--- config.mk ---
export PLATFORM = sky130hd
export DESIGN_NAME = bitband_xlat
export DESIGN_NICKNAME = d
export VERILOG_FILES = /design/src/rtl/bitband_pkg.sv /design/src/rtl/bitband_win_decode.sv /design/src/rtl/bitband_lane_map.sv /design/src/rtl/bitband_seq.sv /design/src/rtl/bitband_xlat.sv
export SDC_FILE = /design/constraint.sdc
export NUM_CORES = 1
export LEC_CHECK = 0
export BUFFER_PORTS_ARGS = -buffer_cell sky130_fd_sc_hd__buf_2
export CAP_MARGIN = 20
export CORE_UTILIZATION = 58
export CTS_BUF_LIST = sky130_fd_sc_hd__clkbuf_2 sky130_fd_sc_hd__clkbuf_4 sky130_fd_sc_hd__clkbuf_8
export CTS_CLUSTER_DIAMETER = 100
export DETAILED_ROUTE_END_ITERATION = 16
export PLACE_DENSITY = 0.89
export SLEW_MARGIN = 20
export SYNTH_ARGS = -nofsm -noshare
export SYNTH_HDL_FRONTEND = slang
export SYNTH_SLANG_ARGS = --single-unit
--- constraint.sdc ---
create_clock -name clk_i -period 3.2 [get_ports clk_i]
set_input_delay 0.48 -clock clk_i [delete_from_list [all_inputs] [get_ports clk_i]]
set_output_delay 0.48 -clock clk_i [all_outputs]
set_load 0.1 [all_outputs]
--- src/rtl/bitband_pkg.sv ---
package bitband_pkg;
  localparam int unsigned DATA_W = 32;
  localparam int unsigned BIT_W  = $clog2(DATA_W);

  typedef enum logic [1:0] {SZ_BYTE = 2'd0, SZ_HALF = 2'd1, SZ_WORD = 2'd2} acc_size_e;
  typedef enum logic [1:0] {ST_IDLE, ST_FETCH, ST_STORE, ST_RESP} seq_state_e;

  function automatic logic [3:0] lane_enables(logic [1:0] sz, logic [1:0] a);
    case (sz)
      2'd0:    return 4'b0001 << a;
      2'd1:    return a[1] ? 4'b1100 : 4'b0011;
      default: return 4'b1111;
    endcase
  endfunction
endpackage

--- src/rtl/bitband_win_decode.sv ---
module bitband_win_decode #(
  parameter int unsigned ADDR_W   = 32,
  parameter int unsigned NUM_WIN  = 2,
  parameter int unsigned WIN_BITS = 25,
  parameter logic [NUM_WIN*ADDR_W-1:0] ALIAS_BASES  = {32'h4200_0000, 32'h2200_0000},
  parameter logic [NUM_WIN*ADDR_W-1:0] REGION_BASES = {32'h4000_0000, 32'h2000_0000}
) (
  input  logic [ADDR_W-1:0] addr_i,
  output logic              hit_o,
  output logic [ADDR_W-1:0] taddr_o
);
  // 4 alias bytes per bit, 8 bits per byte
  localparam int unsigned SHIFT = 5;
  localparam int unsigned TAG_W = ADDR_W - WIN_BITS;

  logic [NUM_WIN-1:0]  win_hit;
  logic [ADDR_W-1:0]   cand [NUM_WIN];

  for (genvar w = 0; w < NUM_WIN; w++) begin : g_win
    assign win_hit[w] = addr_i[ADDR_W-1:WIN_BITS] == ALIAS_BASES[w*ADDR_W+WIN_BITS +: TAG_W];
    assign cand[w]    = REGION_BASES[w*ADDR_W +: ADDR_W]
                        | ADDR_W'(addr_i[WIN_BITS-1:SHIFT]);
  end

  always_comb begin
    hit_o   = 1'b0;
    taddr_o = '0;
    for (int w = NUM_WIN - 1; w >= 0; w--) begin
      if (win_hit[w]) begin
        hit_o   = 1'b1;
        taddr_o = cand[w];
      end
    end
  end
endmodule

--- src/rtl/bitband_lane_map.sv ---
module bitband_lane_map
  import bitband_pkg::*;
#(
  parameter int unsigned ADDR_W = 32
) (
  input  logic              alias_i,
  input  logic [ADDR_W-1:0] addr_i,
  input  logic [ADDR_W-1:0] taddr_i,
  input  logic [1:0]        size_i,
  output logic [ADDR_W-1:0] maddr_o,
  output logic [3:0]        be_o,
  output logic [BIT_W-1:0]  bitpos_o
);
  logic [ADDR_W-1:0] unit_addr;

  always_comb begin
    case (acc_size_e'(size_i))
      SZ_BYTE: begin
        unit_addr = taddr_i;
        bitpos_o  = {taddr_i[1:0], addr_i[4:2]};
      end
      SZ_HALF: begin
        unit_addr = {taddr_i[ADDR_W-1:1], 1'b0};
        bitpos_o  = {taddr_i[1], addr_i[5:2]};
      end
      default: begin
        unit_addr = {taddr_i[ADDR_W-1:2], 2'b00};
        bitpos_o  = addr_i[6:2];
      end
    endcase
    maddr_o = alias_i ? unit_addr : addr_i;
    be_o    = lane_enables(size_i, maddr_o[1:0]);
  end
endmodule

--- src/rtl/bitband_seq.sv ---
module bitband_seq
  import bitband_pkg::*;
#(
  parameter int unsigned ADDR_W = 32
) (
  input  logic              clk_i,
  input  logic              rst_ni,
  input  logic              req_i,
  input  logic              we_i,
  input  logic [ADDR_W-1:0] addr_i,
  input  logic [1:0]        size_i,
  input  logic [DATA_W-1:0] wdata_i,
  output logic              ready_o,
  output logic [DATA_W-1:0] rdata_o,
  output logic [ADDR_W-1:0] addr_q_o,
  output logic [1:0]        size_q_o,
  input  logic              hit_i,
  input  logic [ADDR_W-1:0] xaddr_i,
  input  logic [3:0]        be_i,
  input  logic [BIT_W-1:0]  bitpos_i,
  output logic              mreq_o,
  output logic              mwe_o,
  output logic [ADDR_W-1:0] maddr_o,
  output logic [3:0]        mbe_o,
  output logic [DATA_W-1:0] mwdata_o,
  output logic              mlock_o,
  input  logic              mready_i,
  input  logic [DATA_W-1:0] mrdata_i
);
  seq_state_e        state_q, state_d;
  logic              we_q;
  logic [DATA_W-1:0] wdata_q, resp_q, wb_q;
  logic              done;

  assign done = (state_q == ST_FETCH || state_q == ST_STORE) && mready_i;

  always_comb begin
    state_d = state_q;
    case (state_q)
      ST_IDLE:  if (req_i) state_d = ST_FETCH;
      ST_FETCH: if (mready_i) state_d = (hit_i && we_q) ? ST_STORE : ST_RESP;
      ST_STORE: if (mready_i) state_d = ST_RESP;
      default:  state_d = ST_IDLE;
    endcase
  end

  always_ff @(posedge clk_i or negedge rst_ni) begin
    if (!rst_ni) begin
      state_q  <= ST_IDLE;
      we_q     <= 1'b0;
      addr_q_o <= '0;
      size_q_o <= '0;
      wdata_q  <= '0;
      resp_q   <= '0;
      wb_q     <= '0;
    end else begin
      state_q <= state_d;
      if (state_q == ST_IDLE && req_i) begin
        we_q     <= we_i;
        addr_q_o <= addr_i;
        size_q_o <= size_i;
        wdata_q  <= wdata_i;
      end
      if (state_q == ST_FETCH && mready_i) begin
        if (!hit_i) begin
          resp_q <= mrdata_i;
        end else if (!we_q) begin
          resp_q <= DATA_W'(mrdata_i[bitpos_i]);
        end else begin
          resp_q             <= '0;
          wb_q               <= mrdata_i;
          wb_q[bitpos_i]     <= wdata_q[0];
        end
      end
    end
  end

  logic unused;
  assign unused = done;

  assign ready_o  = state_q == ST_RESP;
  assign rdata_o  = resp_q;
  assign mreq_o   = state_q == ST_FETCH || state_q == ST_STORE;
  assign mwe_o    = state_q == ST_STORE || (state_q == ST_FETCH && !hit_i && we_q);
  assign maddr_o  = xaddr_i;
  assign mbe_o    = be_i;
  assign mwdata_o = (state_q == ST_STORE) ? wb_q : wdata_q;
  assign mlock_o  = mreq_o && hit_i && we_q;
endmodule

--- src/rtl/bitband_xlat.sv ---
module bitband_xlat
  import bitband_pkg::*;
#(
  parameter int unsigned ADDR_W   = 32,
  parameter int unsigned NUM_WIN  = 2,
  parameter int unsigned WIN_BITS = 25,
  parameter logic [NUM_WIN*ADDR_W-1:0] ALIAS_BASES  = {32'h4200_0000, 32'h2200_0000},
  parameter logic [NUM_WIN*ADDR_W-1:0] REGION_BASES = {32'h4000_0000, 32'h2000_0000}
) (
  input  logic              clk_i,
  input  logic              rst_ni,
  input  logic              req_i,
  input  logic              we_i,
  input  logic [ADDR_W-1:0] addr_i,
  input  logic [1:0]        size_i,
  input  logic [DATA_W-1:0] wdata_i,
  output logic              ready_o,
  output logic [DATA_W-1:0] rdata_o,
  output logic              mreq_o,
  output logic              mwe_o,
  output logic [ADDR_W-1:0] maddr_o,
  output logic [3:0]        mbe_o,
  output logic [DATA_W-1:0] mwdata_o,
  output logic              mlock_o,
  input  logic              mready_i,
  input  logic [DATA_W-1:0] mrdata_i
);
  logic [ADDR_W-1:0] addr_q, taddr, xaddr;
  logic [1:0]        size_q;
  logic              hit;
  logic [3:0]        be;
  logic [BIT_W-1:0]  bitpos;

  bitband_win_decode #(
    .ADDR_W(ADDR_W), .NUM_WIN(NUM_WIN), .WIN_BITS(WIN_BITS),
    .ALIAS_BASES(ALIAS_BASES), .REGION_BASES(REGION_BASES)
  ) u_dec (
    .addr_i(addr_q), .hit_o(hit), .taddr_o(taddr)
  );

  bitband_lane_map #(.ADDR_W(ADDR_W)) u_lane (
    .alias_i(hit), .addr_i(addr_q), .taddr_i(taddr), .size_i(size_q),
    .maddr_o(xaddr), .be_o(be), .bitpos_o(bitpos)
  );

  bitband_seq #(.ADDR_W(ADDR_W)) u_seq (
    .clk_i, .rst_ni, .req_i, .we_i, .addr_i, .size_i, .wdata_i,
    .ready_o, .rdata_o,
    .addr_q_o(addr_q), .size_q_o(size_q),
    .hit_i(hit), .xaddr_i(xaddr), .be_i(be), .bitpos_i(bitpos),
    .mreq_o, .mwe_o, .maddr_o, .mbe_o, .mwdata_o, .mlock_o,
    .mready_i, .mrdata_i
  );
endmodule

==> metrics.yaml <==
synthToLayoutAreaGrowth_pct: 29.6
max_clock_freq_mhz: 327
number_of_top_level_pins: 207
groute.usage.overall_pct: 32.7
grt_max_degree: 78
drv.max_cap_violation_count: 0
drt_iter0_drc: 468
netlist-cell-type-count: 51
clkTransAtPathRegs_ns: 0.08
drt-wirelength-per-cell_um: 19.3
antenna_found_initial: 0
synth_seq_cells: 133
run_status: "complete, no violations"
post_synth_instance_area_mm2: 0.00684
placed_area_mm2: 0.00842
worstPathRequired_ns: 2.72
timing.final.crit_share_pct: 95.6
worstSetupPathType: "flop to primary output"
timing.critical_path.arrival_ns: 2.58
fin_area_mm2: 0.00887
hold_path.class: "input pin to asynchronous set/reset pin"
hpwlAfterDp_um: 13700
die_y_um: 111
element_type_at_the_critical_path_start: "flop"
place.port_buffers: 206
cts_max_path_buffers: 2
synth_edf_count: 0
overall_die_width_um: 111
fin_worst_skew_ns: 0.0118
synthesis.area_per_instance_um2: 10.2
drive_gt1_share_pct: 43.1
avgViaCountPerCell: 5.98
report.final.slew_viol_count: 0
cts.repair_timing.setup_buffer_count: 0
wire_length_of_the_first_global_routing_pass_um: 31100
initial_utilization_pct: 59.7
finalWirelength_um: 19500
synth_sequential_area_ratio_pct: 48.6
ys_top_cells_by_count: "dfrtp_1 (133), nand2_1 (131), mux2_2 (101)"
timing.final.crit_period_ns: 3.06
unrepaired_setup_endpoints_after_global_routing: "false"
timing.max_slew.rel_slack_pct: 30.5
yosys_warnings: 0
drt_first_pass_iters: 5
share_of_yosys_cell_area_claimed_by_the_top_area_cell_type_pct: 48.6
synthArstFlopShare_pct: 100
diodes: 0
tritoncts.num_buffers: 17
detailroute.via_count: 6039
synth-main-ff-cell: "dfrtp_1"
clk-insertion-delay-late_ns: 0.44
synth.most_common_cell: "dfrtp_1"
cts-htree-levels: 4
tritoncts_num_sinks: 133
fp.dieArea_mm2: 0.0122
tritoncts: "yes"
synth.largest_area_cell: "dfrtp_1"
postCtsHoldBufs: 0
worst_hold_slack_ns: 0.0451
root_buffer: "clkbuf_8"
route.detailed.drc: 0
grt_pass1_vias: 6093
globalRoute.totalOverflow: 0
route.antenna.remaining_nets: 0
synth.area.top_cells: "dfrtp_1 (49%), mux2_2 (17%), nand2_1 (7.2%)"
setup_viol: 0
timing_hold_violations_final: 0
synth_fp_nets: 780
crit_path_max_fo: 21
cts_repair_resize_count: 1
setup.worst_path.end_class: "primary output"
placeable_core_area_mm2: 0.0115
rows: 39
synthesis.instances: 672
nNetsFinal: 962
timing_worst_slew_pin_value_ns: 1.03
place_congestion: 0.889
sequential cells by signal, indices dropped and copies added (netlist names):
signal	flops
u_seq.wb_q	32
u_seq.wdata_q	32
u_seq.we_q	1
u_seq.state_q	2
u_seq.rdata_o	32
u_seq.addr_q_o	32
u_seq.size_q_o	2
critical path, cell delays in order (launching register included):
cell	delay (ns)
dfrtp_1	0.42
nor3_4	0.35
and3_2	0.30
buf_4	0.26
nand2_1	0.13
and2_1	0.20
o21bai_1	0.26
buf_12	0.22
cell type report:
cell class	instances	area, µm²
Clock buffer	23	298
Clock inverter	9	149
Fill cell	750	2600
Inverter	5	18.8
Multi-Input combinational cell	479	3260
Sequential cell	133	3330
Tap cell	143	179
Timing Repair Buffer	218	1640
cell usage in the layout, fill, tap and decap left out, types with 7 or more instances in the layout:
| cell type | synthesis | layout |
|---|---|---|
| dfrtp_1 | 133 | 133 |
| o21ai_0 | 31 | 28 |
| nand3_1 | 29 | 28 |
| or3_1 | 7 | 7 |
| buf_12 | 0 | 34 |
| a21oi_1 | 12 | 12 |
| o31ai_1 | 11 | 11 |
| nor2_1 | 42 | 42 |
| nor4_1 | 8 | 8 |
| buf_2 | 8 | 171 |
| and2_1 | 11 | 11 |
| buf_4 | 3 | 12 |
| mux2i_1 | 14 | 14 |
| clkbuf_8 | 0 | 20 |
| a31oi_1 | 21 | 21 |
| nand2_1 | 131 | 130 |
| mux2_2 | 101 | 101 |
logic make-up after synthesis:
kind of cell / synth area share (%)
compound gates: 9.00
xor+xnor: 0.238
fa+ha+maj: 0.914
buf+inv: 4.01
flops: 48.6
mux: 20.0
simple gates: 17.2
stage by stage:
stage | cells | TNS, ns | worst slack (ns) | utilization [%]
after CTS | 1010 | 0 | 0.126 | 77.3
after floorplan | 672 | -1.00 | -0.500 | -
final | 1010 | 0 | 0.140 | 77.3
after global placement | 978 | 0 | 0.616 | 73.4
after global routing | 1010 | 0 | 0.0144 | 77.3
after detailed placement | 978 | 0 | 0.489 | 73.4
final timing paths:
check / slack (ns) / startpoint / to / depth (start not counted)
worst min register to register: 0.47 / u_seq.rdata_o[2] / u_seq.rdata_o[2] / 2
min in group clk_i: 0.26 / wdata_i[27] / u_seq.wdata_q[27] / 2
worst max-delay path: 0.14 / u_seq.addr_q_o[28] / mbe_o[2] / 7
worst min-delay path: 0.05 / rst_ni / u_seq.rdata_o[15] / 1
max in group asynchronous: 2.35 / rst_ni / u_seq.we_q / 2
worst max register to register: 0.86 / u_seq.addr_q_o[28] / u_seq.wb_q[9] / 6
routing by layer:
layer,vias up,global-route usage [%],wire (µm)
met2,346,55.3,9780
li1,2706,-,-
met4,0,13.8,729
met3,62,8.01,1560
met5,-,0,0
met1,2925,40.1,7420
Power is not shown: default switching activity piles up to over one toggle a cycle in this logic, so the estimate is an artifact.
